### config.mk
export PLATFORM = sky130hd
export DESIGN_NAME = rgbf_cmd_parser
export DESIGN_NICKNAME = d
export VERILOG_FILES = /design/src/rtl/rgbf_pkg.sv /design/src/rtl/rgbf_seq.sv /design/src/rtl/rgbf_shadow.sv /design/src/rtl/rgbf_commit.sv /design/src/rtl/rgbf_cmd_parser.sv
export SDC_FILE = /design/constraint.sdc
export NUM_CORES = 1
export LEC_CHECK = 0
export BUFFER_PORTS_ARGS = -buffer_cell sky130_fd_sc_hd__buf_4
export CAP_MARGIN = 5
export CORE_ASPECT_RATIO = 0.75
export CORE_MARGIN = 2
export CORE_UTILIZATION = 45
export CTS_CLUSTER_SIZE = 28
export DETAILED_ROUTE_END_ITERATION = 8
export MAX_ROUTING_LAYER = met4
export PLACE_DENSITY_LB_ADDON = 0.12
export SETUP_SLACK_MARGIN = 0.3
export SYNTH_ARGS = -nofsm -noshare
export SYNTH_HDL_FRONTEND = slang
export SYNTH_SLANG_ARGS = --single-unit
### constraint.sdc
create_clock -name clk -period 1.5 [get_ports clk]
set_input_delay 0.375 -clock clk [delete_from_list [all_inputs] [get_ports clk]]
set_output_delay 0.375 -clock clk [all_outputs]
set_load 0.1 [all_outputs]
### src/rtl/rgbf_pkg.sv
package rgbf_pkg;

    localparam int CH_W = 8;
    localparam int N_CH = 3;

    localparam int CH_RED = 0;
    localparam int CH_GRN = 1;
    localparam int CH_BLU = 2;

    typedef logic [CH_W-1:0]     chan_t;
    typedef chan_t [N_CH-1:0]    chan_vec_t;

    localparam chan_t DEF_START = 8'hAA;
    localparam chan_t DEF_END   = 8'h55;
    localparam chan_t DEF_LEVEL = 8'h01;

    typedef enum logic [2:0] {
        ST_HUNT = 3'd0,
        ST_RED  = 3'd1,
        ST_GRN  = 3'd2,
        ST_BLU  = 3'd3,
        ST_TAIL = 3'd4
    } fr_state_e;

    typedef struct packed {
        logic [N_CH-1:0] cap;
        logic            tail_ok;
        logic            tail_bad;
    } seq_ctl_t;

    function automatic logic [N_CH-1:0] cap_sel(input fr_state_e st);
        logic [N_CH-1:0] v;
        v = '0;
        case (st)
            ST_RED:  v[CH_RED] = 1'b1;
            ST_GRN:  v[CH_GRN] = 1'b1;
            ST_BLU:  v[CH_BLU] = 1'b1;
            default: v = '0;
        endcase
        return v;
    endfunction

endpackage

### src/rtl/rgbf_seq.sv
module rgbf_seq
    import rgbf_pkg::*;
#(
    parameter chan_t START_MARK = DEF_START,
    parameter chan_t END_MARK   = DEF_END
) (
    input  logic     clk,
    input  logic     rst,
    input  logic     byte_vld,
    input  chan_t    byte_dat,
    output seq_ctl_t ctl_o
);

    fr_state_e st_q, st_d;

    always_comb begin
        st_d = st_q;
        if (byte_vld) begin
            case (st_q)
                ST_HUNT: if (byte_dat == START_MARK) st_d = ST_RED;
                ST_RED:  st_d = ST_GRN;
                ST_GRN:  st_d = ST_BLU;
                ST_BLU:  st_d = ST_TAIL;
                ST_TAIL: st_d = ST_HUNT;
                default: st_d = ST_HUNT;
            endcase
        end
    end

    always_ff @(posedge clk) begin
        if (rst) st_q <= ST_HUNT;
        else     st_q <= st_d;
    end

    always_comb begin
        ctl_o          = '0;
        ctl_o.cap      = byte_vld ? cap_sel(st_q) : '0;
        ctl_o.tail_ok  = byte_vld && (st_q == ST_TAIL) && (byte_dat == END_MARK);
        ctl_o.tail_bad = byte_vld && (st_q == ST_TAIL) && (byte_dat != END_MARK);
    end

    assert_hunt_stay_R2: assert property (@(posedge clk) disable iff (rst)
        (st_q == ST_HUNT && !(byte_vld && byte_dat == START_MARK)) |=> (st_q == ST_HUNT));

    assert_tail_back_R5: assert property (@(posedge clk) disable iff (rst)
        (st_q == ST_TAIL && byte_vld) |=> (st_q == ST_HUNT));

    assert_idle_hold_R7: assert property (@(posedge clk) disable iff (rst)
        !byte_vld |=> $stable(st_q));

endmodule

### src/rtl/rgbf_shadow.sv
module rgbf_shadow
    import rgbf_pkg::*;
(
    input  logic            clk,
    input  logic            rst,
    input  logic [N_CH-1:0] cap,
    input  chan_t           byte_dat,
    output chan_vec_t       shadow_o
);

    for (genvar i = 0; i < N_CH; i++) begin : g_ch
        chan_t sh_q;
        always_ff @(posedge clk) begin
            if (rst)         sh_q <= '0;
            else if (cap[i]) sh_q <= byte_dat;
        end
        assign shadow_o[i] = sh_q;
    end

    assert_cap_onehot_R3: assert property (@(posedge clk) disable iff (rst)
        $onehot0(cap));

endmodule

### src/rtl/rgbf_commit.sv
module rgbf_commit
    import rgbf_pkg::*;
#(
    parameter chan_t RESET_LEVEL = DEF_LEVEL
) (
    input  logic      clk,
    input  logic      rst,
    input  logic      tail_ok,
    input  logic      tail_bad,
    input  chan_vec_t shadow,
    output chan_vec_t colour_o,
    output logic      upd_o,
    output logic      err_o
);

    chan_vec_t colour_q;
    logic      upd_q, err_q;

    always_ff @(posedge clk) begin
        if (rst) begin
            for (int i = 0; i < N_CH; i++) colour_q[i] <= RESET_LEVEL;
            upd_q <= 1'b0;
            err_q <= 1'b0;
        end else begin
            if (tail_ok) colour_q <= shadow;
            upd_q <= tail_ok;
            err_q <= tail_bad;
        end
    end

    assign colour_o = colour_q;
    assign upd_o    = upd_q;
    assign err_o    = err_q;

    assert_pulse_excl_R8: assert property (@(posedge clk) disable iff (rst)
        !(upd_q && err_q));

    assert_upd_single_R8: assert property (@(posedge clk) disable iff (rst)
        upd_q |=> !upd_q);

    assert_err_single_R8: assert property (@(posedge clk) disable iff (rst)
        err_q |=> !err_q);

endmodule

### src/rtl/rgbf_cmd_parser.sv
module rgbf_cmd_parser
    import rgbf_pkg::*;
#(
    parameter logic [7:0] START_MARK  = 8'hAA,
    parameter logic [7:0] END_MARK    = 8'h55,
    parameter logic [7:0] RESET_LEVEL = 8'h01
) (
    input  logic       clk,
    input  logic       rst,
    input  logic [7:0] rx_data,
    input  logic       rx_valid,
    output logic [7:0] red_o,
    output logic [7:0] grn_o,
    output logic [7:0] blu_o,
    output logic       upd_o,
    output logic       err_o
);

    seq_ctl_t  ctl;
    chan_vec_t shadow;
    chan_vec_t colour;

    rgbf_seq #(
        .START_MARK (START_MARK),
        .END_MARK   (END_MARK)
    ) u_seq (
        .clk      (clk),
        .rst      (rst),
        .byte_vld (rx_valid),
        .byte_dat (rx_data),
        .ctl_o    (ctl)
    );

    rgbf_shadow u_shadow (
        .clk      (clk),
        .rst      (rst),
        .cap      (ctl.cap),
        .byte_dat (rx_data),
        .shadow_o (shadow)
    );

    rgbf_commit #(
        .RESET_LEVEL (RESET_LEVEL)
    ) u_commit (
        .clk      (clk),
        .rst      (rst),
        .tail_ok  (ctl.tail_ok),
        .tail_bad (ctl.tail_bad),
        .shadow   (shadow),
        .colour_o (colour),
        .upd_o    (upd_o),
        .err_o    (err_o)
    );

    assign red_o = colour[CH_RED];
    assign grn_o = colour[CH_GRN];
    assign blu_o = colour[CH_BLU];

    assert_reset_val_R1: assert property (@(posedge clk)
        rst |=> (red_o == RESET_LEVEL && grn_o == RESET_LEVEL &&
                 blu_o == RESET_LEVEL && !upd_o && !err_o));

    assert_upd_cause_R3: assert property (@(posedge clk) disable iff (rst)
        upd_o |-> $past(rx_valid && rx_data == END_MARK));

    assert_err_cause_R4: assert property (@(posedge clk) disable iff (rst)
        err_o |-> $past(rx_valid && rx_data != END_MARK));

    assert_colour_hold_R9: assert property (@(posedge clk) disable iff (rst)
        ({red_o, grn_o, blu_o} != $past({red_o, grn_o, blu_o})) |-> upd_o);

endmodule

Word-level counts from Yosys, hierarchy flattened
Cells that the tools add are included.
Word-level totals
  output and inout bits: 26
  bits in registers: 53
Cells by class
  reduce and logical (&&, ||, !) cells: 5
  eq/ne operators: 8
  mux-type cells: 6
Operators by type and width (count)
  $pmux 3 s4: 1
  $eq 8x7->1 const B: 1
  $eq 8x8->1 const B: 1
  $ne 8x7->1 const B: 1
  $eq 3x2->1 const B: 2
  $mux 3: 2
  $eq 3x1->1 const B: 1
  $eq 3x3->1 const B: 1
  $logic_and 1x1->1: 3
  $logic_not 3->1: 1
  $mux 1: 3
  $ne 2x1->1 const B: 1
  $reduce_and 2->1: 1

Longest topological paths before layout
  word-level depth: 3
  mapped depth: 5

Hierarchy
From an unflattened synthesis, not the netlist that was laid out.
Second synthesis, totals
  cell total of the unflattened synthesis: 187
  area, all modules: 2015.7 sq um
Modules (own cells, without submodules)
  rgbf_commit: area each 933.4 sq um, times used 1, sequential area each 520.5 sq um, cells each 82
  rgbf_shadow: area each 859.6 sq um, times used 1, sequential area each 480.5 sq um, cells each 77
  rgbf_seq: area each 222.7 sq um, times used 1, sequential area each 60.1 sq um, cells each 28

Least setup slack after synthesis
Ideal clock, no wire load.
  path type: input to register
  from: input rx_data[3]
  to: register u_commit.colour_q (netlist bit u_commit.colour_o[10])
  setup time: 72 ps
  data required time: 1428 ps
  data arrival time: 1392 ps
  cell stages on the path: 4
  slack: 36 ps
  path buffers: 1
  path through: nand4bb_1 nor3_4 buf_8 mux2i_1
On the way
  cells in the longest elaborated chain, start to end: 2
RTL lines
  start, declared: RTL line rgbf_cmd_parser.sv:10  | input logic [7:0] rx_data,
  $eq 8x7->1: RTL line rgbf_seq.sv:38  | ctl_o.tail_ok = byte_vld && (st_q == ST_TAIL) && (byte_dat == END_MARK);
  $logic_and 1x1->1: RTL line rgbf_seq.sv:38
  end signal, assigned: RTL line rgbf_commit.sv:25  | if (tail_ok) colour_q <= shadow;
  end, declared: RTL line rgbf_commit.sv:16  | chan_vec_t colour_q;
Every way passes these cells.
A chain may end at the register's enable or synchronous reset.

Final worst setup path
  from: register u_seq.st_q[1]
  to: register u_commit.colour_q (netlist bit u_commit.colour_o[1])
On the way
  cells in the longest elaborated chain, start to end: 3
RTL lines
  start, declared: RTL line rgbf_seq.sv:14  | fr_state_e st_q, st_d;
  start signal, assigned: RTL line rgbf_seq.sv:32  | else st_q <= st_d;
  $eq 3x3->1: RTL line rgbf_seq.sv:38
  $logic_and 1x1->1 (2 in a row): RTL line rgbf_seq.sv:38
Every way passes these cells.

==> run_results.csv <==
group,metric,value,unit
outcome,status,"finished clean",
place,hpwl,2.99,mm
timing,drv_slew,0,
global_route,grt.total_usage,19.3,%
yosys,synth_nets,233,
cts,clk_latency,0.30,ns
global_route,grt_pass1_wl,8.05,mm
yosys,synth_common_cells,"dfxtp_1 (53), nand2b_1 (43), mux2i_1 (40), nor2_1 (25), nand2_1 (17)",
route,dr_wl_met3,160,um
setup_path,worst_ep_required_time,1.73,ns
layout,areaGrowthSynthToFinish,45.3,%
hold_path,hold_end,"u_shadow.g_ch[2].sh_q[7]",
setup_path,critPathMaxStageDelay,0.36,ns
layout,antenna_cells,0,
floorplanning,io_pins,37,
yosys,synth_area,2220,um2
cts,root_buffer,"clkbuf_8",
hold_path,min_from,"rx_data[7]",
floorplanning,rows,22,
global_route,grt_max_degree,39,
layout,multi_input_area,1100,um2
cts,htreeDepth,2,
timing,finalSetupTns,0,ns
yosys,ys.flop_type,"dfxtp_1",
timing,maxSlewHeadroom,80.7,%
global_route,antenna_found_initial,0,
global_route,grt_remaining_overflow,0,
yosys,async_flop_share,0,%
timing,tightest_slew,0.286,ns
layout,n_fill_cell,377,
route,vias,1661,
place,post-place-ws,-0.0273,ns
setup_path,rr_worst_depth,4,
setup_path,crit_slowest_cell,"dfxtp_4",
power,power_density,718,nW/um2
cts,cts.sinks,53,
layout,layout.nets,289,
layout,seq_area,1110,um2
yosys,syn_inst,222,
timing,rsz0062_at_grt,"yes",
route,wl_met2,2.26,mm
yosys,yosysTopAreaCell,"dfxtp_1",
cts,cts_max_path_buffers,2,
route,ant_nets,0,
setup_path,r2r_start,"u_seq.st_q[1]",
yosys,synth-edff-count,0,
cts,path_clk_slew,0.09,ns
timing,worst_slack,0.155,ns
yosys,ys_seq_area_share,47.8,%
yosys,yosys.cell_count.top_type,"dfxtp_1",
place,port_buffers,36,
layout,final_core_utilization,66.9,%
yosys,ys_ff_latch,53,
layout,drive_above_1_share,39.1,%
run,cap_violations,0,
place,place_congestion,0.758,
place,place_inst,317,
setup_path,r2r_slack,0.15,ns
route,wirelength,4.79,mm
layout,stdcell_area,3220,um2
timing,skew,0.00395,ns
route,wl_per_cell,14.1,um
route,top_layer,"met4",
floorplanning,die_area,5520,um2
setup_path,worstSetupPathType,"flop to flop",
route,drtIter0Drc,74,
yosys,synth_top_area_share,47.8,%
place,placed_area,2650,um2
yosys,synth_cell_type_count,26,
route,wl_met1,2.32,mm
layout,stdcell_count,339,
floorplanning,dieWidth,85.1,um
power,p_leak,1.14,nW
setup_path,crit_fanout,6,
yosys,yosys-top-cells-area,"dfxtp_1 (48%), mux2i_1 (18%), nand2b_1 (12%)",
cts,cts-hold-fix-buffers,0,
floorplanning,core-area,4820,um2
setup_path,r2r_end,"u_commit.colour_o[1]",
setup_path,arrival,1.57,ns
yosys,synth.yosys.warnings,0,
timing,timing.final.crit_period,1.35,ns
power,ir_worst_vdd,0.000511,V
yosys,avgSynthCellArea,10.0,um2
setup_path,path_cells,"nand4bb_4 > nor3_4 > buf_4 > mux2i_1",
hold_path,hold_depth,3,
global_route,grt_pass1_vias,1653,
timing,finalSetupViolCount,0,
floorplanning,die_h,64.8,um
setup_path,crit_path_end_kind,"flop",
timing,period_share,89.7,%
setup_path,worst_setup_path_start_kind,"flop",
cts,cts_tree,"done",
route,drc,0,
hold_path,hp-class,"primary input to flop",
floorplanning,start_util,46.1,%
route,viasPerCell,4.90,
timing,fmax,743,MHz
timing,hold_violations,0,
cts,cts_made_buffers,5,
route,dr.pass1.iters,4,
## cell usage in the layout (no fill, tap or decap)
| cell type | n |
|---|---|
| nand2b_1 | 43 |
| mux2i_1 | 39 |
| buf_4 | 32 |
| buf_12 | 30 |
| nor2_1 | 25 |
| dfxtp_2 | 25 |
| dfxtp_1 | 24 |
| nand2_1 | 15 |
| a21oi_1 | 10 |
| clkbuf_8 | 5 |
| dfxtp_4 | 4 |
| and4b_2 | 2 |
| nand2_2 | 2 |
| nand4bb_4 | 2 |
| nor4bb_1 | 2 |
| nor3_1 | 2 |
| clkinv_2 | 2 |
| nand4b_1 | 1 |
| a21oi_2 | 1 |
| nor4bb_2 | 1 |
| nand4bb_1 | 1 |
| nor3_4 | 1 |
| nand3b_1 | 1 |
| a21o_1 | 1 |
| inv_1 | 1 |
| nor3b_1 | 1 |
| a211oi_1 | 1 |
| and4bb_1 | 1 |
| or2_1 | 1 |
| mux2i_2 | 1 |
| clkbuf_1 | 1 |
| buf_6 | 1 |
## routing by layer
layer  vias to the layer above  GRT usage (%)
met3                         4           3.82
met1                       777           25.7
met5                         -              -
met4                         0           5.36
li1                        851              -
met2                        29           30.1
## worst max-delay path by stage
stage,cells after the start,slack (ns),startpoint,endpoint
CTS,4,0.15,u_seq.st_q[1],u_commit.colour_o[8]
floorplan,5,0.07,u_seq.st_q[1],u_commit.colour_o[10]
detailed placement,5,-0.03,rx_data[7],u_commit.colour_o[8]
finish,4,0.15,u_seq.st_q[1],u_commit.colour_o[1]
global placement,5,0.01,rx_data[7],u_commit.colour_o[5]
global route,4,0.08,u_seq.st_q[1],u_commit.colour_o[19]
## critical path, delay by kind of cell (launching register included)
kind                   cells  cell delay (ns)
AND/OR/NAND/NOR            2             0.48
flip-flops                 1             0.36
buffers and inverters      1             0.21
multiplexers               1             0.21
## metrics by stage
step | total power (W) | hold WS [ns]
after floorplan | 0.00149 | 0.437
after global routing | 0.00242 | 0.350
final | 0.00231 | 0.344
after global placement | 0.00157 | 0.446
after detailed placement | 0.00157 | 0.453
after CTS | 0.00232 | 0.343
## sequential cells by signal (all words and copies together), names as in the netlist
register            cells
u_shadow.g_ch.sh_q     24
u_commit.colour_o      24
u_seq.st_q              3
u_commit.upd_o          1
u_commit.err_o          1
## report_power, final
part / internal (W) / total, W / leakage (nW) / switching, W
sequential: 0.00140 / 0.00140 / 0.440 / 0.000000548
clock: 0.000325 / 0.000783 / 0.0450 / 0.000459
combinational: 0.0000693 / 0.000132 / 0.658 / 0.0000626
total: 0.00179 / 0.00231 / 1.14 / 0.000522
## cell type report
cell class / instances / area share, %
inverters: 1 / 0.116
multi-input cells: 154 / 34.2
flip-flops and latches: 53 / 34.3
well taps: 60 / 2.33
clock inverters: 2 / 0.310
repair buffers: 63 / 26.4
clock buffers: 6 / 2.25
## kinds of logic after synthesis
logic type | count (synthesis) | share of synthesized area [%]
AND/OR/NAND/NOR | 100 | 26.7
buffers and inverters | 16 | 4.34
AO/OA/AOI/OAI | 13 | 3.16
multiplexers | 40 | 18.0
flip-flops | 53 | 47.8
## repair_timing
item                                    4_1_cts  5_1_grt
endpoints found under the setup margin       74       75
gates cloned                                  0        1
buffers inserted                              9        4
pin swaps                                     4        7
gates resized for setup                     104        8
Note: power is estimated with default switching activity, not from simulation.
